`src/rtl/dbg_halt_pkg.sv`:
```
package dbg_halt_pkg;
  localparam int SRC_W = 4;
  // one-hot cause bit positions; higher index wins
  localparam int SRC_EXT  = 0;
  localparam int SRC_INSN = 1;
  localparam int SRC_HW   = 2;
  localparam int SRC_FOF  = 3;

  localparam logic [3:0] PST_HALTED  = 4'hF;
  localparam logic [3:0] PST_RUNNING = 4'h0;

  typedef enum logic [1:0] {
    RES_NEXT  = 2'd0,
    RES_PC    = 2'd1,
    RES_RESET = 2'd2
  } resume_kind_t;
endpackage

```
`src/rtl/dbg_rst_window.sv`:
```
module dbg_rst_window #(
  parameter int WAIT_CYC = 16,
  parameter int WIN_CYC  = 8
) (
  input  logic clk,
  input  logic rst,
  input  logic abort_i,
  output logic waiting_o,
  output logic in_win_o,
  output logic done_o
);
  localparam int CW = (WAIT_CYC > 1) ? $clog2(WAIT_CYC) : 1;
  localparam logic [CW-1:0] LAST = CW'(WAIT_CYC - 1);
  localparam logic [CW-1:0] WIN  = CW'(WIN_CYC);

  logic [CW-1:0] cnt_q;
  logic          wait_q;

  assign waiting_o = wait_q;
  assign in_win_o  = wait_q && (cnt_q < WIN);
  assign done_o    = wait_q && (cnt_q == LAST) && !abort_i;

  always_ff @(posedge clk) begin
    if (rst) begin
      cnt_q  <= '0;
      wait_q <= 1'b1;
    end else if (wait_q) begin
      if (abort_i || cnt_q == LAST) wait_q <= 1'b0;
      else cnt_q <= cnt_q + 1'b1;
    end
  end

  assert_cnt_bound_R2: assert property (@(posedge clk) disable iff (rst)
    wait_q |-> cnt_q <= LAST);
  assert_wait_ends_R2: assert property (@(posedge clk) disable iff (rst)
    done_o |=> !waiting_o);
endmodule

```
`src/rtl/dbg_pend_flags.sv`:
```
module dbg_pend_flags #(
  parameter int N = 2
) (
  input  logic         clk,
  input  logic         rst,
  input  logic         arm_i,
  input  logic [N-1:0] set_i,
  input  logic         clr_i,
  output logic [N-1:0] pend_o
);
  for (genvar i = 0; i < N; i++) begin : g_flag
    logic f_q;
    always_ff @(posedge clk) begin
      if (rst)                    f_q <= 1'b0;
      else if (clr_i)             f_q <= 1'b0;
      else if (arm_i && set_i[i]) f_q <= 1'b1;
    end
    assign pend_o[i] = f_q;
  end

  assert_pend_clear_R13: assert property (@(posedge clk) disable iff (rst)
    clr_i |=> pend_o == '0);
endmodule

```
`src/rtl/dbg_halt_prio.sv`:
```
module dbg_halt_prio #(
  parameter int W = 4
) (
  input  logic [W-1:0] req_i,
  output logic [W-1:0] win_o
);
  for (genvar i = 0; i < W; i++) begin : g_prio
    if (i == W - 1) begin : g_top
      assign win_o[i] = req_i[i];
    end else begin : g_low
      assign win_o[i] = req_i[i] && !(|req_i[W-1:i+1]);
    end
  end

  always_comb begin
    assert_prio_onehot_R9: assert ($onehot0(win_o));
  end
endmodule

```
`src/rtl/dbg_halt_ctrl.sv`:
```
module dbg_halt_ctrl
  import dbg_halt_pkg::*;
#(
  parameter int RST_WAIT = 16,
  parameter int RST_WIN  = 8
) (
  input  logic       clk,
  input  logic       rst,
  input  logic       fof_i,
  input  logic       hwbp_i,
  input  logic       halt_insn_i,
  input  logic       user_mode_i,
  input  logic       uhe_i,
  input  logic       ext_bkpt_i,
  input  logic       stopped_i,
  input  logic       insn_bound_i,
  input  logic       go_i,
  input  logic       pc_wr_i,
  output logic       halt_o,
  output logic [3:0] pst_o,
  output logic [3:0] src_o,
  output logic       priv_viol_o,
  output logic       resume_o,
  output logic [1:0] resume_kind_o,
  output logic       rst_exc_o
);
  localparam int NPEND = 2;
  localparam int P_HW  = 0;
  localparam int P_EXT = 1;

  logic             halted_q, post_rst_q, pc_ld_q;
  logic             priv_q, resume_q, rstexc_q;
  logic [3:0]       pst_q;
  logic [SRC_W-1:0] src_q;
  resume_kind_t     kind_q;

  logic             waiting, in_win, win_done;
  logic             running, take, insn_ok;
  logic [NPEND-1:0] pend, pend_set;
  logic [SRC_W-1:0] req, win;

  assign running = !waiting && !halted_q;
  assign insn_ok = !user_mode_i || uhe_i;

  always_comb begin
    req           = '0;
    req[SRC_FOF]  = running && fof_i;
    req[SRC_HW]   = running && insn_bound_i && pend[P_HW];
    req[SRC_INSN] = running && halt_insn_i && insn_ok;
    req[SRC_EXT]  = (running && insn_bound_i && pend[P_EXT])
                 || (running && stopped_i && ext_bkpt_i)
                 || (in_win && ext_bkpt_i);
  end

  assign take = |req;
  assign pend_set[P_HW]  = hwbp_i;
  assign pend_set[P_EXT] = ext_bkpt_i;

  dbg_rst_window #(.WAIT_CYC(RST_WAIT), .WIN_CYC(RST_WIN)) u_win (
    .clk       (clk),
    .rst       (rst),
    .abort_i   (take),
    .waiting_o (waiting),
    .in_win_o  (in_win),
    .done_o    (win_done)
  );

  dbg_pend_flags #(.N(NPEND)) u_pend (
    .clk    (clk),
    .rst    (rst),
    .arm_i  (!halted_q),
    .set_i  (pend_set),
    .clr_i  (take),
    .pend_o (pend)
  );

  dbg_halt_prio #(.W(SRC_W)) u_prio (
    .req_i (req),
    .win_o (win)
  );

  always_ff @(posedge clk) begin
    if (rst) begin
      halted_q   <= 1'b0;
      post_rst_q <= 1'b0;
      pc_ld_q    <= 1'b0;
      priv_q     <= 1'b0;
      resume_q   <= 1'b0;
      rstexc_q   <= 1'b0;
      pst_q      <= PST_RUNNING;
      src_q      <= '0;
      kind_q     <= RES_NEXT;
    end else begin
      resume_q <= 1'b0;
      priv_q   <= 1'b0;
      rstexc_q <= win_done;
      if (take) begin
        halted_q   <= 1'b1;
        pst_q      <= PST_HALTED;
        src_q      <= win;
        post_rst_q <= waiting;
        pc_ld_q    <= 1'b0;
      end else if (halted_q) begin
        if (pc_wr_i) pc_ld_q <= 1'b1;
        if (go_i) begin
          halted_q   <= 1'b0;
          pst_q      <= PST_RUNNING;
          resume_q   <= 1'b1;
          post_rst_q <= 1'b0;
          if (pc_ld_q)         kind_q <= RES_PC;
          else if (post_rst_q) kind_q <= RES_RESET;
          else                 kind_q <= RES_NEXT;
        end
      end else if (running && halt_insn_i && !insn_ok) begin
        priv_q <= 1'b1;
      end
    end
  end

  assign halt_o        = halted_q;
  assign pst_o         = pst_q;
  assign src_o         = src_q;
  assign priv_viol_o   = priv_q;
  assign resume_o      = resume_q;
  assign resume_kind_o = kind_q;
  assign rst_exc_o     = rstexc_q;

  assert_pst_halted_R11: assert property (@(posedge clk) disable iff (rst)
    halt_o == (pst_o == PST_HALTED));
  assert_src_onehot_R9: assert property (@(posedge clk) disable iff (rst)
    halt_o |-> $onehot(src_o));
  assert_resume_exit_R12: assert property (@(posedge clk) disable iff (rst)
    resume_o |-> !halt_o && $past(halt_o));
  assert_priv_nohalt_R7: assert property (@(posedge clk) disable iff (rst)
    priv_viol_o |-> !halt_o && !$past(halt_o));
  assert_rstexc_run_R2: assert property (@(posedge clk) disable iff (rst)
    rst_exc_o |-> !halt_o);
  assert_src_hold_R13: assert property (@(posedge clk) disable iff (rst)
    !$rose(halt_o) |-> $stable(src_o));
  assert_fof_now_R5: assert property (@(posedge clk) disable iff (rst)
    (running && fof_i) |=> halt_o && src_o == 4'b1000);
endmodule

```
`config.mk`:
```
export PLATFORM = sky130hd
export DESIGN_NAME = dbg_halt_ctrl
export DESIGN_NICKNAME = d
export VERILOG_FILES = /design/src/rtl/dbg_halt_pkg.sv /design/src/rtl/dbg_rst_window.sv /design/src/rtl/dbg_pend_flags.sv /design/src/rtl/dbg_halt_prio.sv /design/src/rtl/dbg_halt_ctrl.sv
export SDC_FILE = /design/constraint.sdc
export NUM_CORES = 1
export LEC_CHECK = 0
export BUFFER_PORTS_ARGS = -buffer_cell sky130_fd_sc_hd__clkbuf_2
export CAP_MARGIN = 25
export CORE_UTILIZATION = 48
export CTS_BUF_LIST = sky130_fd_sc_hd__clkbuf_4 sky130_fd_sc_hd__clkbuf_8
export DETAILED_ROUTE_END_ITERATION = 16
export MAX_ROUTING_LAYER = met4
export PLACE_DENSITY = 0.74
export RECOVER_POWER = 25
export SLEW_MARGIN = 20
export SYNTH_ARGS = -nofsm -noshare
export SYNTH_HDL_FRONTEND = slang
export SYNTH_HIERARCHICAL = 1
export SYNTH_SLANG_ARGS = --single-unit
export TNS_END_PERCENT = 1
```
`constraint.sdc`:
```
create_clock -name clk -period 2.05 [get_ports clk]
set_input_delay 0.205 -clock clk [delete_from_list [all_inputs] [get_ports clk]]
set_output_delay 0.205 -clock clk [all_outputs]
set_load 0.005 [all_outputs]
```
==> run_results.csv, run 1 <==
group,metric,value,unit
grt,grt_pass1_wl,2663,µm
worst_setup_path,critical_path.cell_chain,"and2b_1 -> nand2_1 -> o21a_1 -> o211a_1 -> inv_2 -> nand2b_1 -> a31oi_4 -> mux2_4",
cells_and_area,drive_gt1_share,28.68,%
clock_network,clk_latency,0.30,ns
synth,ys_top_cells_by_area,"dfxtp_1, mux2i_1, nand2_1",
worst_setup_path,worst-r2r-setup-slack,0.15,ns
worst_setup_path,arrival,2.10,ns
place,hpwl,1351,µm
worst_hold_path,hp-start,"hwbp_i",
route,drt_iter0_drc,14,
synth,synth_cells,105,
synth,syn_area_per_cell,9.330,µm²
synth,yosysSeqAreaShare,40.87,%
worst_setup_path,critPathMaxStageDelay,0.38,ns
floorplan,initial_core_util,53.81,%
timing,worst_pin_slew,0.4085,ns
floorplan,rows,15,
synth,syn_nets,118,
synth,synth_top_area_share,40.87,%
floorplan,coreArea,1821,µm²
synth,async_reset_ff_share,0,%
cells_and_area,diodes,0,
clock_network,hold_buffers,0,
timing,hold_viol,0,
run,maxCapViolCount,0,
cells_and_area,final_cell_mix,"dfxtp_1, clkbuf_2, nand2_1",
floorplan,io_pins,26,
grt,antenna_found_initial,0,
synth,synth_ff_type,"dfxtp_1",
worst_setup_path,timing.rr.start,"u_win/waiting_o",
route,ant_nets,0,
cells_and_area,fill_cells,172,
grt,grt_max_degree,20,
route,drc_errors,0,
cells_and_area,syn_to_final_growth,16.73,%
worst_setup_path,crit_buf_inv,1,
timing,rsz0062_at_grt,"no",
cells_and_area,multi_input_area,506.7,µm²
route,wl_per_cell,11.47,µm
cells_and_area,seq_area,400.4,µm²
synth,yosys.cell_types.count,39,
synth,ys_seq_elements,20,
worst_setup_path,worst-setup-path-type,"register to register",
clock_network,cts_tree,"yes",
place,io_buffers,25,
grt,globalRouteOverflowTotal,0,
route,vias,781,
timing,max_freq,0.5274,GHz
timing,tns,0,ns
worst_setup_path,cp-end-kind,"register",
worst_setup_path,r2r_cells,8,
worst_setup_path,slowest_stage,"dfxtp_1",
clock_network,cts_root_buf,"clkbuf_4",
route,drt-pass1-iter-count,4,
timing,report.final.slew_viol_count,0,
place,gp_congestion,0.7645,
clock_network,cts.sinks,20,
route,via_per_inst,5.071,
floorplan,die_y,47.18,µm
worst_setup_path,r2r_end,"u_win/cnt_q[0]",
clock_network,clock_path_buffers,2,
power,p_leak,0.0004925,µW
cells_and_area,layout.nets,143,
worst_hold_path,hold_path.class,"input pin to register",
timing,maxSlewHeadroom,72.77,%
timing,fin_worst_skew,0.01187,ns
grt,grt_pass1_vias,638,
floorplan,dieArea,2225,µm²
power,total_power,947.1,µW
floorplan,die_w,47.18,µm
power,power_density,828.2,nW/µm²
worst_setup_path,path_delay_family,"compound AO/OA/AOI/OAI gates",
run_status,status,"completed",
synth,synth-edff-count,0,
worst_setup_path,crit_required,2.26,ns
worst_hold_path,whs_endpoint,"u_pend/g_flag[0].f_q",
power,ir_drop,0.0004150,V
timing,setup_viol,0,
clock_network,clk_pin_slew,0.12,ns
synth,synth.largest_area_cell,"dfxtp_1",
worst_hold_path,holdPathStages,3,
clock_network,cts.htree.levels,1,
clock_network,numCtsBuffers,3,
synth,synth_area,979.7,µm²
synth,yosys_warnings,6,
clock_network,cts_setup_buffers,0,
timing,min_period_over_period,92.49,%
clock_network,cts_resized,0,
worst_setup_path,path_max_fanout,8,
worst_setup_path,worst_setup_path_start_kind,"register",
timing,period_needed,1.896,ns
grt,track_usage,18.06,%
route,wl,1766,µm
## state kept, by name, summed over array words and instances (netlist names)
name / flops
u_win/cnt_q: 4
post_rst_q: 1
u_pend/g_flag.f_q: 2
priv_viol_o: 1
halt_o: 1
rst_exc_o: 1
src_o: 4
u_win/waiting_o: 1
pst_o: 1
pc_ld_q: 1
resume_kind_o: 2
resume_o: 1
## cells in the mapped netlist, drive strengths merged, types with 2 or more instances
master  instances
a211oi          2
a21oi           8
and2b           2
and3            2
buf             8
dfxtp          20
inv             2
mux2i           6
nand2          15
nand2b          4
nand3           2
nor2            5
nor2b           3
nor3            5
nor3b           2
or2             2
## cells by family (layout without fill, tap and decap cells)
kind of cell | Yosys count | in the layout | share of synthesized area, %
buf+inv | 11 | 35 | 7.405
flops | 20 | 20 | 40.87
simple gates | 48 | 48 | 29.25
fa+ha+maj | 1 | 1 | 1.277
compound gates | 18 | 18 | 13.54
mux | 7 | 7 | 7.663
## where the power goes
group          switching [µW]  internal [µW]  leakage, µW
clock                     123            198    0.0000279
sequential               24.2            416     0.000163
combinational            96.2           89.6     0.000301
## worst max-delay path by stage
stage / start / end / slack [ns] / depth (start not counted)
floorplan: u_win/cnt_q[3] / u_win/cnt_q[0] / 0.1 / 9
global placement: u_win/waiting_o / u_win/cnt_q[0] / 0.27 / 8
detailed placement: u_win/waiting_o / u_win/cnt_q[0] / 0.18 / 8
CTS: u_win/waiting_o / u_win/cnt_q[0] / 0.16 / 8
global route: u_win/waiting_o / u_win/cnt_q[0] / 0.06 / 8
finish: u_win/waiting_o / u_win/cnt_q[0] / 0.15 / 8
## per-layer routing
layer	vias up	global-route usage [%]	wire, µm
met3	2	3.462	79
met1	347	24.01	910
met5	-	-	0
li1	411	-	-
met2	21	26.11	764
met4	0	8.571	12
## worst min-delay path, delay by kind of cell
family | cells | cell delay [ns]
compound gates | 1 | 0.06
buf+inv | 1 | 0.08
simple gates | 1 | 0.10
## metrics by stage
stage	setup WS (ns)	hold slack [ns]	utilization [%]	instances	cell area (µm²)
floorplan	0.09583	0.2759	-	105	979.7
global placement	0.2663	0.4397	60.27	150	1097
detailed placement	0.1785	0.4572	60.27	150	1097
CTS	0.1599	0.1651	63.16	154	1150
global route	0.06494	0.1705	62.82	154	1144
finish	0.1540	0.1773	62.82	154	1144
## area by class of cell
class | instances | area share (%)
Clock buffer | 3 | 1.969
Clock inverter | 1 | 2.626
Inverter | 3 | 0.9847
Multi-Input combinational cell | 74 | 44.31
Sequential cell | 20 | 35.01
Tap cell | 25 | 2.735
Timing Repair Buffer | 28 | 12.36
Note: power is estimated with default switching activity, not from simulation.
==> inputs of run 2 (changes only) <==
CORE_MARGIN = 5   (was default)
==> run 2 against run 1 <==
Effect of this change: register-to-register slack got worse by 0.02 ns; clock power increased by 1%; final cell count increased by 1.3%; sequential cell count unchanged; global-route usage decreased by 3.1 points; worst setup slack got worse by 0.023 ns; core utilization decreased by 4.5 points; sequential power about the same; worst hold slack got worse by 0.017 ns; non-clock buffer count unchanged; via count increased by 3.2%; maximum frequency decreased by 1.2%.
==> run_results.csv, run 2 (synthesis gave the netlist of run 1 again) <==
group,metric,value,unit
run_status,status,"completed",
grt,antenna_found_initial,0,
timing,worst_pin_slew,0.4129,ns
power,p_leak,0.0004854,µW
power,p_sw,249.6,µW
power,ir_drop,0.0004738,V
timing,min_period_over_period,93.63,%
clock_network,cts_setup_buffers,0,
clock_network,numCtsBuffers,3,
clock_network,cts_root_buf,"clkbuf_4",
grt,track_usage,14.92,%
power,clkPwrFrac,34.1,%
floorplan,dieArea,3044,µm²
cells_and_area,fin_util,58.29,%
grt,grt_max_degree,20,
cells_and_area,layout_commonest_cell,"dfxtp_1",
floorplan,die_w,55.18,µm
clock_network,cts_tree,"yes",
run,maxCapViolCount,0,
power,p_int,704.1,µW
route,ant_nets,0,
timing,max_freq,0.5210,GHz
grt,grt_pass1_wl,3042,µm
timing,setup_viol,0,
worst_setup_path,cp-end-kind,"register",
cells_and_area,syn_to_final_growth,16.73,%
route,vias,806,
place,io_buffers,25,
clock_network,hold_buffers,0,
floorplan,die_y,55.18,µm
cells_and_area,layout.nets,143,
place,post-place-ws,0.2032,ns
route,drt_iter0_drc,10,
worst_setup_path,arrival,2.12,ns
worst_setup_path,path_max_fanout,7,
timing,tns,0,ns
timing,maxSlewHeadroom,72.47,%
route,drt-pass1-iter-count,4,
timing,report.final.slew_viol_count,0,
clock_network,clock_path_buffers,2,
timing,hold_viol,0,
floorplan,rows,16,
power,combPwrFrac,19.5,%
power,power_density,834.0,nW/µm²
clock_network,clk_latency,0.31,ns
floorplan,io_pins,26,
grt,grt_pass1_vias,732,
clock_network,cts.htree.levels,1,
worst_setup_path,worst-setup-path-type,"register to register",
power,seq_power_share,46.5,%
cells_and_area,final_cell_mix,"dfxtp_1, clkbuf_2, nand2_1",
worst_setup_path,worst_setup_path_start_kind,"register",
timing,rsz0062_at_grt,"no",
floorplan,coreArea,1962,µm²
clock_network,cts_resized,0,
power,swShare,26.17,%
worst_setup_path,crit_required,2.26,ns
place,gp_congestion,0.8644,
route,wl,1952,µm
route,via_per_inst,5.167,
power,total_power,953.8,µW
worst_hold_path,hold_path.class,"input pin to register",
cells_and_area,drive_gt1_share,27.13,%
grt,globalRouteOverflowTotal,0,
place,hpwl,1385,µm
timing,timing.hold.ws,0.1607,ns
clock_network,cts.sinks,20,
timing,fin_worst_skew,0.005577,ns
route,wl_per_cell,12.51,µm
cells_and_area,diodes,0,
clock_network,clk_pin_slew,0.12,ns
timing,setup_ws,0.1306,ns
route,drc_errors,0,
floorplan,initial_core_util,49.94,%
timing,period_needed,1.919,ns
[run 2: cell types whose count changed in the layout (fill, tap and decap cells not counted), sizes merged]
cell | previous run | this run
buf | 4 | 3
clkbuf | 27 | 28
[run 2: power by group through the flow]
stage	sequential [µW]	clock [µW]	combinational, µW
final	443	325	186
after global routing	448	349	205
after CTS	443	326	189
after detailed placement	451	0	186
after global placement	449	0	183
after floorplan	446	0	147
[run 2: layout make-up]
class,count,area [µm²]
Clock buffer,3,22.52
Clock inverter,1,30.03
Fill cell,196,818.3
Inverter,3,11.26
Multi-Input combinational cell,74,506.7
Sequential cell,20,400.4
Tap cell,27,33.78
Timing Repair Buffer,28,138.9
[run 2: path summary, 6_finish.rpt]
kind	start	to	depth (start not counted)	slack, ns
setup / recovery	u_win/waiting_o	u_win/cnt_q[0]	8	0.13
setup reg to reg	u_win/waiting_o	u_win/cnt_q[0]	8	0.13
hold reg to reg	src_o[2]	src_o[2]	2	0.47
hold / removal	hwbp_i	u_pend/g_flag[0].f_q	3	0.16
[run 2: per-layer routing]
layer | part of all wire [%] | global-route usage, %
met5 | 0 | -
met4 | 1.1 | 7.692
met3 | 4.9 | 4.290
met1 | 38 | 14.80
met2 | 56 | 26.38
[run 2: through the flow]
stage | cell area (µm²) | std cells
2_1_floorplan | 979.7 | 105
3_3_place_gp | 1100 | 152
3_5_place_dp | 1100 | 152
4_1_cts | 1152 | 156
5_1_grt | 1144 | 156
6_report | 1144 | 156
[run 2: critical path, stage by stage, from the launching register on]
cell and delay, ns:
dfxtp_1 0.38, and2b_1 0.19, nand2_1 0.10, o21a_1 0.17
o211a_1 0.19, inv_2 0.07, nand2b_1 0.19, a31oi_4 0.21
mux2_4 0.31
==> inputs of run 3 (changes only) <==
--- a/config.mk
+++ b/config.mk
@@ -11,4 +11,5 @@
 export CORE_UTILIZATION = 48
 export CTS_BUF_LIST = sky130_fd_sc_hd__clkbuf_4 sky130_fd_sc_hd__clkbuf_8
+export CTS_CLUSTER_SIZE = 10
 export DETAILED_ROUTE_END_ITERATION = 16
 export MAX_ROUTING_LAYER = met4
==> constraint.sdc (replaced) <==
create_clock -name clk -period 2.05 [get_ports clk]
set_input_delay 0.205 -clock clk [delete_from_list [all_inputs] [get_ports clk]]
set_output_delay 0.205 -clock clk [all_outputs]
set_load 0.05 [all_outputs]
==> run 3 against run 2 <==
Effect of this change: total power is 3.9% lower; non-clock buffer count unchanged; clock skew is 0.0020 ns lower; highest routed layer unchanged; critical path depth unchanged.
==> run_results.csv, run 3 (synthesis gave the netlist of run 1 again) <==
group,metric,value,unit
timing,report.final.slew_viol_count,0,
timing,max_freq,0.5366,GHz
cells_and_area,diodes,0,
grt,grt_util_met2,26.38,%
grt,grt_pass1_vias,746,
grt,grt.busiest_layer,"met2",
timing,tns,0,ns
timing,maxSlewHeadroom,60.29,%
floorplan,initial_core_util,49.94,%
timing,timing.hold.ws,0.1629,ns
floorplan,die_w,55.18,µm
timing,hold_viol,0,
worst_setup_path,cp-end-kind,"register",
floorplan,rows,16,
route,drc_errors,0,
route,via_per_inst,5.141,
worst_setup_path,arrival,2.04,ns
clock_network,cts_resized,0,
route,ant_nets,0,
worst_setup_path,worst-setup-path-type,"register to register",
clock_network,clk_latency,0.29,ns
power,ir_drop,0.0005200,V
place,hpwl,1407,µm
grt,track_usage,14.15,%
floorplan,dieArea,3044,µm²
clock_network,hold_buffers,0,
cells_and_area,design_area,1127,µm²
place,io_buffers,25,
worst_setup_path,path_max_fanout,7,
run,maxCapViolCount,0,
cells_and_area,layout_commonest_cell,"dfxtp_1",
route,drt-pass1-iter-count,4,
floorplan,coreArea,1962,µm²
grt,use_met1,14.42,%
clock_network,cts_setup_buffers,0,
grt,antenna_found_initial,0,
clock_network,cts_tree,"yes",
timing,rsz0062_at_grt,"no",
timing,min_period_over_period,90.91,%
clock_network,clk_pin_slew,0.11,ns
grt,grt_max_degree,20,
clock_network,cts_root_buf,"clkbuf_4",
clock_network,cts.htree.levels,1,
worst_setup_path,worst-r2r-setup-slack,0.19,ns
place,dpl_cell_area,1101,µm²
cells_and_area,syn_to_final_growth,15.07,%
power,total_power,917.0,µW
power,p_leak,0.0004752,µW
worst_setup_path,worst_setup_path_start_kind,"register",
timing,fin_worst_skew,0.003621,ns
clock_network,clock_path_buffers,2,
route,vias,802,
cells_and_area,layout.nets,143,
route,wl,1820,µm
cells_and_area,final_cell_mix,"dfxtp_1, clkbuf_2, nand2_1",
clock_network,numCtsBuffers,3,
timing,setup_viol,0,
cells_and_area,drive_gt1_share,27.13,%
floorplan,io_pins,26,
grt,met3_usage,2.413,%
timing,worst_pin_slew,0.5982,ns
place,gp_congestion,0.8753,
timing,period_needed,1.864,ns
floorplan,die_y,55.18,µm
clock_network,cts.sinks,20,
worst_setup_path,crit_required,2.22,ns
grt,globalRouteOverflowTotal,0,
worst_hold_path,hold_path.class,"input pin to register",
power,power_density,813.4,nW/µm²
grt,grt_pass1_wl,3008,µm
run_status,status,"completed",
route,drt_iter0_drc,9,
route,wl_per_cell,11.67,µm
[run 3: cell count changes in the layout (fill, tap and decap cells not counted)]
cell | before | now
dfxtp_2 | 0 | 1
clkbuf_1 | 7 | 8
clkbuf_2 | 18 | 17
clkbuf_8 | 0 | 1
bufinv_16 | 1 | 0
dfxtp_1 | 20 | 19
[run 3: where the power goes]
group | switching (µW) | internal, µW
logic | 158 | 90.2
registers | 27.0 | 417
clock network | 117 | 108
total | 302 | 615
[run 3: worst paths after layout]
path / endpoint / from / cells after the start
worst max-delay path: u_win/cnt_q[3] / u_win/waiting_o / 8
worst min-delay path: u_pend/g_flag[0].f_q / hwbp_i / 3
worst max register to register: u_win/cnt_q[3] / u_win/waiting_o / 8
worst min register to register: src_o[3] / src_o[3] / 2
[run 3: area by class of cell]
class	count	area, µm²
clock buffers	4	36.28
fillers	209	834.6
inverters	3	11.26
multi-input cells	74	506.7
flip-flops and latches	20	401.6
well taps	27	33.78
repair buffers	28	137.6
[run 3: stage by stage]
| step | utilization [%] | std cells | setup WS, ns |
|---|---|---|---|
| floorplan | - | 105 | 0.08365 |
| global placement | 56.12 | 152 | 0.2693 |
| detailed placement | 56.12 | 152 | 0.2146 |
| CTS | 57.97 | 156 | 0.1760 |
| global route | 57.46 | 156 | 0.07939 |
| finish | 57.46 | 156 | 0.1863 |
[run 3: critical path, stage by stage, from the launching register on]
cell and delay [ns]:
dfxtp_1 0.38, or2_1 0.28, o21a_1 0.22, o211a_1 0.14, inv_2 0.06, buf_4 0.16, and2b_2 0.24, a41oi_1 0.20
a211oi_1 0.07
[run 3: routing by layer]
metal	wire, µm	vias up
met5	0	-
met4	14	0
met3	97	2
met2	992	15
met1	715	375
li1	-	410
